==> src/rtl/dst_filt_pkg.sv <==
// Shared constants, the mode-bit record and the byte-wide CRC step
// for the destination address filter.
package dst_filt_pkg;
    localparam int BYTE_W     = 8;
    localparam int ADDR_BYTES = 6;
    localparam int ADDR_W     = BYTE_W * ADDR_BYTES;
    localparam int WORD_W     = 16;
    localparam int HASH_BITS  = 6;
    localparam int TBL_W      = 1 << HASH_BITS;
    localparam int TBL_WORDS  = TBL_W / WORD_W;
    localparam int STA_WORDS  = ADDR_W / WORD_W;
    localparam int STA_BASE   = TBL_WORDS;
    localparam int MODE_IDX   = TBL_WORDS + STA_WORDS;
    localparam int CFG_IDX_W  = $clog2(MODE_IDX + 1);
    localparam int CRC_W      = 32;
    localparam logic [CRC_W-1:0] CRC_POLY_REFL = 32'hEDB88320;

    // Mode bit positions inside the mode word
    localparam int MODE_NOPHYS_BIT = 13;
    localparam int MODE_NOBC_BIT   = 14;
    localparam int MODE_PROM_BIT   = 15;

    typedef struct packed {
        logic promisc;
        logic no_bcast;
        logic no_phys;
    } mode_t;

    // Fold one byte into a reflected CRC register, LSB first
    function automatic logic [CRC_W-1:0] crc_fold_byte(
        input logic [CRC_W-1:0]  crc_in,
        input logic [BYTE_W-1:0] data
    );
        logic [CRC_W-1:0] c;
        c = crc_in;
        for (int b = 0; b < BYTE_W; b++) begin
            if (c[0] ^ data[b]) c = (c >> 1) ^ CRC_POLY_REFL;
            else                c = c >> 1;
        end
        return c;
    endfunction
endpackage

==> src/rtl/dst_filt_cfg.sv <==
// Configuration storage: hash table words, station address words and
// mode bits. Assumes at most one word write per cycle; the station
// address is reloaded from prom_addr on every reset cycle.
module dst_filt_cfg
    import dst_filt_pkg::*;
(
    input  logic                 clk,
    input  logic                 rst_n,
    input  logic                 cfg_wr,
    input  logic [CFG_IDX_W-1:0] cfg_idx,
    input  logic [WORD_W-1:0]    cfg_data,
    input  logic [ADDR_W-1:0]    prom_addr,
    output logic [ADDR_W-1:0]    station,
    output logic [TBL_W-1:0]     hash_tbl,
    output mode_t                mode
);
    logic [WORD_W-1:0] tbl_w [TBL_WORDS];
    logic [WORD_W-1:0] sta_w [STA_WORDS];

    // Hash table words: cleared at reset, written by index
    always_ff @(posedge clk) begin
        if (!rst_n) begin
            for (int k = 0; k < TBL_WORDS; k++) tbl_w[k] <= '0;
        end else if (cfg_wr) begin
            for (int k = 0; k < TBL_WORDS; k++)
                if (cfg_idx == CFG_IDX_W'(k)) tbl_w[k] <= cfg_data;
        end
    end

    // Station words: loaded from the address input at reset, written by index
    always_ff @(posedge clk) begin
        if (!rst_n) begin
            for (int j = 0; j < STA_WORDS; j++)
                sta_w[j] <= prom_addr[j*WORD_W +: WORD_W];
        end else if (cfg_wr) begin
            for (int j = 0; j < STA_WORDS; j++)
                if (cfg_idx == CFG_IDX_W'(STA_BASE + j)) sta_w[j] <= cfg_data;
        end
    end

    // Mode bits: cleared at reset, taken from the mode word on write
    always_ff @(posedge clk) begin
        if (!rst_n) begin
            mode <= '0;
        end else if (cfg_wr && cfg_idx == CFG_IDX_W'(MODE_IDX)) begin
            mode.promisc  <= cfg_data[MODE_PROM_BIT];
            mode.no_bcast <= cfg_data[MODE_NOBC_BIT];
            mode.no_phys  <= cfg_data[MODE_NOPHYS_BIT];
        end
    end

    genvar g;
    generate
        for (g = 0; g < TBL_WORDS; g++) begin : g_tbl_flat
            assign hash_tbl[g*WORD_W +: WORD_W] = tbl_w[g];
        end
        for (g = 0; g < STA_WORDS; g++) begin : g_sta_flat
            assign station[g*WORD_W +: WORD_W] = sta_w[g];
        end
    endgenerate
endmodule

==> src/rtl/dst_filt_collect.sv <==
// Gathers the destination address bytes. A first-marked byte opens a
// new address at byte 0; unmarked bytes fill the remaining slots while
// an address is open. Pulses addr_done on the edge after the last byte.
module dst_filt_collect
    import dst_filt_pkg::*;
(
    input  logic              clk,
    input  logic              rst_n,
    input  logic              da_vld,
    input  logic              da_first,
    input  logic [BYTE_W-1:0] da_byte,
    output logic              take,
    output logic [ADDR_W-1:0] dest,
    output logic              addr_done
);
    localparam int CNT_W = $clog2(ADDR_BYTES + 1);

    logic [CNT_W-1:0]  cnt_q;
    logic [CNT_W-1:0]  slot;
    logic              open_slot;
    logic [BYTE_W-1:0] lane_q [ADDR_BYTES];

    assign open_slot = (cnt_q != '0) && (cnt_q < CNT_W'(ADDR_BYTES));
    assign take      = da_vld && (da_first || open_slot);
    assign slot      = da_first ? '0 : cnt_q;

    // Byte counter: next free slot, parked at ADDR_BYTES once full
    always_ff @(posedge clk) begin
        if (!rst_n)    cnt_q <= '0;
        else if (take) cnt_q <= slot + 1'b1;
    end

    // Byte lanes: store each taken byte in its slot
    always_ff @(posedge clk) begin
        if (!rst_n) begin
            for (int i = 0; i < ADDR_BYTES; i++) lane_q[i] <= '0;
        end else begin
            for (int i = 0; i < ADDR_BYTES; i++)
                if (take && slot == CNT_W'(i)) lane_q[i] <= da_byte;
        end
    end

    // Completion pulse: the last slot was filled this edge
    always_ff @(posedge clk) begin
        if (!rst_n) addr_done <= 1'b0;
        else        addr_done <= take && (slot == CNT_W'(ADDR_BYTES - 1));
    end

    genvar g;
    generate
        for (g = 0; g < ADDR_BYTES; g++) begin : g_lane_flat
            assign dest[g*BYTE_W +: BYTE_W] = lane_q[g];
        end
    endgenerate
endmodule

==> src/rtl/dst_filt_crc.sv <==
// Running CRC-32 over the address bytes, reflected form, preset to all
// ones on the first byte. The hash index is the top HASH_BITS bits of
// the register, with no final inversion.
module dst_filt_crc
    import dst_filt_pkg::*;
(
    input  logic                 clk,
    input  logic                 rst_n,
    input  logic                 step,
    input  logic                 restart,
    input  logic [BYTE_W-1:0]    data,
    output logic [HASH_BITS-1:0] hash_idx
);
    logic [CRC_W-1:0] crc_q;

    // CRC register: restart from all ones or continue the running value
    always_ff @(posedge clk) begin
        if (!rst_n)    crc_q <= '1;
        else if (step) crc_q <= crc_fold_byte(restart ? '1 : crc_q, data);
    end

    assign hash_idx = crc_q[CRC_W-1 -: HASH_BITS];
endmodule

==> src/rtl/dst_filt_decide.sv <==
// Applies the acceptance rules to a complete address in priority order
// (promiscuous, broadcast, station match, hash) and registers the
// result strobe and flag.
module dst_filt_decide
    import dst_filt_pkg::*;
(
    input  logic                 clk,
    input  logic                 rst_n,
    input  logic                 addr_done,
    input  logic [ADDR_W-1:0]    dest,
    input  logic [HASH_BITS-1:0] hash_idx,
    input  logic [ADDR_W-1:0]    station,
    input  logic [TBL_W-1:0]     hash_tbl,
    input  mode_t                mode,
    output logic                 res_vld,
    output logic                 res_accept
);
    logic is_bcast, phys_hit, group, tbl_any, verdict;

    // Rule evaluation in fixed priority
    always_comb begin
        is_bcast = &dest;
        phys_hit = (dest == station);
        group    = dest[0];
        tbl_any  = |hash_tbl;
        if (mode.promisc)                 verdict = 1'b1;
        else if (is_bcast)                verdict = !mode.no_bcast;
        else if (phys_hit && !mode.no_phys) verdict = 1'b1;
        else if (group && tbl_any)        verdict = hash_tbl[hash_idx];
        else                              verdict = 1'b0;
    end

    // Result register: one strobe per completed address
    always_ff @(posedge clk) begin
        if (!rst_n) begin
            res_vld    <= 1'b0;
            res_accept <= 1'b0;
        end else begin
            res_vld    <= addr_done;
            res_accept <= addr_done && verdict;
        end
    end
endmodule

==> src/rtl/dst_addr_filter.sv <==
// Top of the destination address filter: configuration storage, byte
// collection, running hash and the decision stage. Assumes one address
// byte per cycle at most.
module dst_addr_filter
    import dst_filt_pkg::*;
(
    input  logic                 clk,
    input  logic                 rst_n,
    input  logic [ADDR_W-1:0]    prom_addr,
    input  logic                 cfg_wr,
    input  logic [CFG_IDX_W-1:0] cfg_idx,
    input  logic [WORD_W-1:0]    cfg_data,
    input  logic                 da_vld,
    input  logic                 da_first,
    input  logic [BYTE_W-1:0]    da_byte,
    output logic                 res_vld,
    output logic                 res_accept
);
    logic [ADDR_W-1:0]    station_addr;
    logic [TBL_W-1:0]     hash_tbl;
    mode_t                mode_q;
    logic                 byte_take;
    logic [ADDR_W-1:0]    dest_addr;
    logic                 addr_done;
    logic [HASH_BITS-1:0] hash_idx;

    dst_filt_cfg u_cfg (
        .clk       (clk),
        .rst_n     (rst_n),
        .cfg_wr    (cfg_wr),
        .cfg_idx   (cfg_idx),
        .cfg_data  (cfg_data),
        .prom_addr (prom_addr),
        .station   (station_addr),
        .hash_tbl  (hash_tbl),
        .mode      (mode_q)
    );

    dst_filt_collect u_collect (
        .clk       (clk),
        .rst_n     (rst_n),
        .da_vld    (da_vld),
        .da_first  (da_first),
        .da_byte   (da_byte),
        .take      (byte_take),
        .dest      (dest_addr),
        .addr_done (addr_done)
    );

    dst_filt_crc u_crc (
        .clk      (clk),
        .rst_n    (rst_n),
        .step     (byte_take),
        .restart  (da_first),
        .data     (da_byte),
        .hash_idx (hash_idx)
    );

    dst_filt_decide u_decide (
        .clk        (clk),
        .rst_n      (rst_n),
        .addr_done  (addr_done),
        .dest       (dest_addr),
        .hash_idx   (hash_idx),
        .station    (station_addr),
        .hash_tbl   (hash_tbl),
        .mode       (mode_q),
        .res_vld    (res_vld),
        .res_accept (res_accept)
    );
endmodule

==> config.mk <==
export PLATFORM = sky130hd
export DESIGN_NAME = dst_addr_filter
export DESIGN_NICKNAME = d
export VERILOG_FILES = /design/src/rtl/dst_filt_pkg.sv /design/src/rtl/dst_filt_cfg.sv /design/src/rtl/dst_filt_collect.sv /design/src/rtl/dst_filt_crc.sv /design/src/rtl/dst_filt_decide.sv /design/src/rtl/dst_addr_filter.sv
export SDC_FILE = /design/constraint.sdc
export NUM_CORES = 1
export LEC_CHECK = 0
export ABC_CLOCK_PERIOD_IN_PS = 3300
export BUFFER_PORTS_ARGS = -buffer_cell sky130_fd_sc_hd__buf_2
export CORE_ASPECT_RATIO = 0.5
export CORE_MARGIN = 10
export CORE_UTILIZATION = 40
export CTS_CLUSTER_SIZE = 16
export DETAILED_ROUTE_END_ITERATION = 7
export GPL_ROUTABILITY_DRIVEN = 1
export SLEW_MARGIN = 20
export SYNTH_ARGS = -nofsm -noshare
export SYNTH_HDL_FRONTEND = slang
export SYNTH_SLANG_ARGS = --single-unit
==> constraint.sdc <==
create_clock -name clk -period 3.3 [get_ports clk]
set_input_delay 0.66 -clock clk [delete_from_list [all_inputs] [get_ports clk]]
set_output_delay 0.66 -clock clk [all_outputs]
set_load 0.03 [all_outputs]
Yosys cells after proc, flatten, opt, wreduce, memory -nomap -nowiden
Memory sizes are Yosys's and may differ from the RTL's. Index checks and enable logic that the tools add are counted.

Register bits after elaboration: 41. Bits of input ports: 80. RAM bits: 160. Memories: 3.

$lt $le $gt $ge: 2. Eq/ne operators: 13. Reductions and logical operators: 20. Bitwise logic cells: 29. $add $sub $neg: 1. Mux-type cells: 90.

Memory list: u_cfg.tbl_w (depth 4, width 16, read ports 4, clocked after Yosys merged registers in 0, wr ports 4, line dst_filt_cfg.sv:17) `logic [WORD_W-1:0] tbl_w [TBL_WORDS];`; u_cfg.sta_w (depth 3, width 16, read ports 3, clocked after Yosys merged registers in 0, wr ports 3, line dst_filt_cfg.sv:18) `logic [WORD_W-1:0] sta_w [STA_WORDS];`; u_collect.lane_q (depth 6, width 8, read ports 6, clocked after Yosys merged registers in 0, wr ports 6, line dst_filt_collect.sv:21) `logic [BYTE_W-1:0] lane_q [ADDR_BYTES];`.

Operators with widths (count): 32-bit 2-to-1 mux (23); 16-bit 2-to-1 mux (7); 13-bit NOT with 14-bit output (8); 64-bit OR reduction (1); 1-bit 2-to-1 mux (52); 48-bit == test (1); 8-bit 2-to-1 mux (6); 48-bit AND reduction (1); 3-bit == test, second input constant (6); 1-bit OR (13); 3-bit by 2-bit == test with 1-bit output, second input constant (4); 1-bit logical AND (12); 1-bit bitwise XOR (8); 6-bit by 7-bit less-than comparator with 1-bit output, second input constant (1); 1-bit binary-select mux with 6-bit select (1); 3-bit by 1-bit == test with 1-bit output, second input constant (2); 3-bit zero test (2); 3-bit by 1-bit adder with 3-bit output, second input constant (1); 3-bit less-than comparator, second input constant (1); 3-bit 2-to-1 mux (1); 3-bit nonzero test (1); 1-bit zero test (2); 1-bit logical OR (1).

Logic depth before layout (Yosys ltp)
Depth after elaboration: 32. Mapped depth: 9. Gate-level depth less buffers: 6.

Cells and area by module
Synthesis repeated with hierarchy kept, for this count alone.

Cells, all modules: 896. Area total of the unflattened synthesis: 10936.7 µm².

By module, submodules not included: dst_filt_cfg (times used 1, area an instance 4714.5 µm², cells an instance 266); dst_filt_crc (times used 1, area an instance 2539.9 µm², cells an instance 310); dst_filt_collect (times used 1, area an instance 2209.6 µm², cells an instance 160); dst_filt_decide (times used 1, area an instance 1472.7 µm², cells an instance 160).

Worst setup path before layout
Ideal clock, no wire load.

Kind: input-to-reg. From: input da_first. To: memory u_collect.lane_q[3][0], in the netlist u_collect.lane_q[0][24], data pin. Stages: 9. Setup time: 0.255 ns. Buffers on the path: 3. Required time: 3.045 ns. Arrival time: 2.314 ns. Setup slack: 0.731 ns. Cells stage by stage: buf_6 > clkbuf_1 > clkbuf_1 > nand2b_1 > inv_1 > ha_1 > ha_1 > and3_1 > and2_1.

RTL lines: start: declaration (line dst_addr_filter.sv:14) `input logic da_first,`; end: declaration (line dst_filt_collect.sv:21).

Worst setup path in the final report
From: register u_crc.crc_q[27]. To: register u_decide.res_accept.

Word-level cells in the longest chain between the ends: 7.

RTL lines: start: declaration (line dst_filt_crc.sv:14) `logic [CRC_W-1:0] crc_q;`; start signal: assignment (line dst_filt_crc.sv:19) `else if (step) crc_q <= crc_fold_byte(restart ? '1 : crc_q, data);`; 1-bit binary-select mux with 6-bit select (line dst_filt_decide.sv:29) `else if (group && tbl_any) verdict = hash_tbl[hash_idx];`; 1-bit 2-to-1 mux (implied by the code) (line dst_filt_decide.sv:29); 1-bit 2-to-1 mux (line dst_filt_decide.sv:29); 1-bit 2-to-1 mux (line dst_filt_decide.sv:28) `else if (phys_hit && !mode.no_phys) verdict = 1'b1;`; 1-bit 2-to-1 mux (line dst_filt_decide.sv:27) `else if (is_bcast) verdict = !mode.no_bcast;`; 1-bit 2-to-1 mux (line dst_filt_decide.sv:26) `if (mode.promisc) verdict = 1'b1;`; 1-bit logical AND (line dst_filt_decide.sv:40) `res_accept <= addr_done && verdict;`; end signal: assignment (line dst_filt_decide.sv:40); end: declaration (line dst_filt_decide.sv:16) `output logic res_accept`.

No other way between the ends. The select of a mux whose other input is x is not followed. A chain may end at the register's enable or synchronous reset.

==> results.md <==
* Endpoints failing setup at 0
* CTS root buffer: clkbuf_16
* Max IR drop VDD at ~0.31 mV
* Antenna Cells at 0
* Rows at approximately 40
* Final core area utilization at between 40% and 50%
* Die Y at ~130 microns
* RSZ-0062 raised after global routing: no
* Worst path required time at between 3000 and 4000 ps
* Post-synth top flop: edfxtp_1
* Remaining global-route overflow at 0
* Ys Warns at 0
* F_max at ~370 MHz
* Slew Limit Fails at 0
* Maxcap violations at 0
* Initial antenna violation count at 0
* Crit path DAT at approximately 3100 ps
* Num ports at between 80 and 90
* Syn Nets at 986
* Clk sinks at ~200
* Hold_ws at approximately 420 ps
* Routed Antenna Nets at 0
* Worst Setup Start Kind: flop
* Drt via density at around 5
* 1st-pass router iterations at 5
* Register area share after synthesis at 54.9%
* Worst slew margin at between 40% and 50%
* Hold/Removal Path Class: input pin to flop
* Resize count post-CTS at 0
* Final wirelength at 27.1 mm
* Largest net degree at the start of global routing at 64
* Worst-Skew Late Latency at about 510 ps
* Most common cell after layout, fill and taps aside: nand2_1
* Synth Cell Area at 10,300 sq um
* Layout Skew at 8.99 ps
* Number of global-route vias before repair at about 7,000
* Synth Area per Inst at approximately 11 sq um
* Non-Filler Instances at about 1,300
* Crit path kind: flop to flop
* Number of buffers added by the clock tree synthesis step at 20
* Gr usage total at between 10% and 20%
* Top post-synthesis cells by area: edfxtp_1 (47%), dfxtp_1 (8.0%), xnor2_1 (7.7%), and2_1 (6.9%), nand2_1 (6.1%)
* Share of cells above drive strength 1 at between 15 and 20%
* DP HPWL at roughly 20 mm
* P per Cell Area at between 500 and 600 nW/um^2
* Cells after DPL at 1,297
* Core area at about 25,000 sq um
* Ratio of final minimum period to clock period at between 80% and 90%
* Htree depth at 1
* Status: completed
* Netlist cell types at 58
* Hold_buf cts at 0
* Final Cell Area at ~12,000 sq um
* Reg clk slew, reported paths at about 70 ps
* Register-to-register setup slack at 610 ps
* Postcts setup bufs at 0
* First-pass GRT wire length at 41.1 mm
* Post-synth EDFFs at 160
* Period minus WS final at around 2700 ps
* Most frequent cells in the layout: nand2_1 (168), edfxtp_1 (160), and2_1 (113), xnor2_1 (90), buf_2 (81)
* Drt wl/cell at roughly 20 microns
* Setup TNS at 0 ps
* CTS tree: yes
* Die area at between 30,000 and 40,000 sq um
* Initial Util at approximately two fifths
* Post-synth top area share at 46.9%
* Final Hold Viols at 0
* FF+latch count, synth at ~200
* Via count at 6,828
* Die X at 246 microns
* Synthesis-to-layout area growth at 13.4%
* Clk buf depth at 3
* Cells after synthesis at between 900 and 1,000
* Area leader, netlist: edfxtp_1
* Crit end category: flop
* DRC Markers at 0
* Slew @ Worst Pin at 883 ps
* Initial DRC count at slightly below 500
* Static leakage at between 4 and 5 nW
* Max FO, Critical Path at 11
* Placed Instance Area at ~11,000 sq um
* Ys async rst share at 0%
* Port-buffer cells at 81
* Final nets at approximately 1,100
* Placer Congestion at roughly 0.9
[Yosys cell counts (2+ instances only)]
cell / n
edfxtp_1: 160
xnor2_4: 4
nand3_1: 7
nor2_2: 3
o21ai_0: 8
nand2_1: 168
clkbuf_8: 3
a211oi_1: 2
buf_2: 7
ha_1: 5
xnor2_2: 6
o2111ai_1: 2
xor2_1: 25
buf_4: 4
o22ai_1: 3
nand4_1: 29
clkbuf_1: 27
nor2b_1: 11
xor2_2: 2
nand2b_1: 6
o31ai_1: 2
mux2i_1: 12
or4_1: 2
and4_1: 2
nor3_1: 2
nor4_1: 24
nand3b_1: 2
a21oi_1: 4
and2_1: 113
mux4_2: 12
dfxtp_1: 41
o211ai_1: 29
o211a_1: 2
nor2_1: 40
clkbuf_2: 2
xnor2_1: 90
and3_1: 7
inv_1: 13
[path summary, 6_finish.rpt]
kind	startpoint	to	cells after the start
max	u_crc.crc_q[27]	u_decide.res_accept	6
min	prom_addr[44]	u_cfg.sta_w[0][44]	3
max reg2reg	u_crc.crc_q[27]	u_decide.res_accept	6
min reg2reg	u_collect.addr_done	u_decide.res_vld	2
[critical path, cell delays in order (launching register included)]
cell and delay (ps):
dfxtp_1 810, buf_4 340, mux4_2 530, nand4_1 130, nand4_1 110, a211oi_1 480
o32ai_1 160
[area by class of cell]
type | instances | area, sq um
Timing Repair Buffer | 98 | 533
Sequential cell | 201 | 5630
Inverter | 13 | 48.8
Clock inverter | 11 | 85.1
Fill cell | 2344 | 13600
Multi-Input combinational cell | 641 | 4350
Tap cell | 344 | 430
Clock buffer | 25 | 561
[power by group]
group          switching [mW]  leakage (nW)  internal, mW  total, mW
registers               0.192          1.93          2.96       3.15
clock network           0.987         0.315          1.29       2.27
logic                   0.603          2.33         0.533       1.14
[state kept, by name (all words and copies together) (netlist names)]
signal and flops:
u_cfg.mode 3, u_cfg.sta_w 48, u_cfg.tbl_w 64, u_collect.addr_done 1, u_collect.cnt_q 3, u_collect.lane_q 48, u_crc.crc_q 32, u_decide.res_accept 1
u_decide.res_vld 1
[per-stage QoR]
| stage | power (mW) | setup WS [ps] |
|---|---|---|
| finish | 6.56 | 609 |
| global route | 6.84 | 490 |
| CTS | 6.62 | 707 |
| detailed placement | 4.34 | 493 |
| global placement | 4.33 | 543 |
| floorplan | 4.00 | 731 |
[kinds of logic (layout without fill, tap and decap cells)]
family                     Yosys count  count (layout)  synth area share [%]
and+or+nand+nor                    419             419                  20.6
DFF                                201             201                  54.9
xor gates and xnor gates           129             129                  12.6
AOI/OAI and AO/OA                   63              63                  4.55
buffers and inverters               59             147                  2.89
muxes                               25              25                  3.92
adders and majority gates            5               5                 0.610
[layer usage]
metal,part of all wire [%],global-route usage [%],vias to the layer above,wire length (microns)
li1,-,-,3288,-
met3,5.2,2.99,36,1400
met5,0,0,-,0
met1,44,20.9,3338,11900
met2,49,27.8,166,13200
met4,2.2,4.07,0,591
Note: power is estimated with default switching activity, not from simulation.
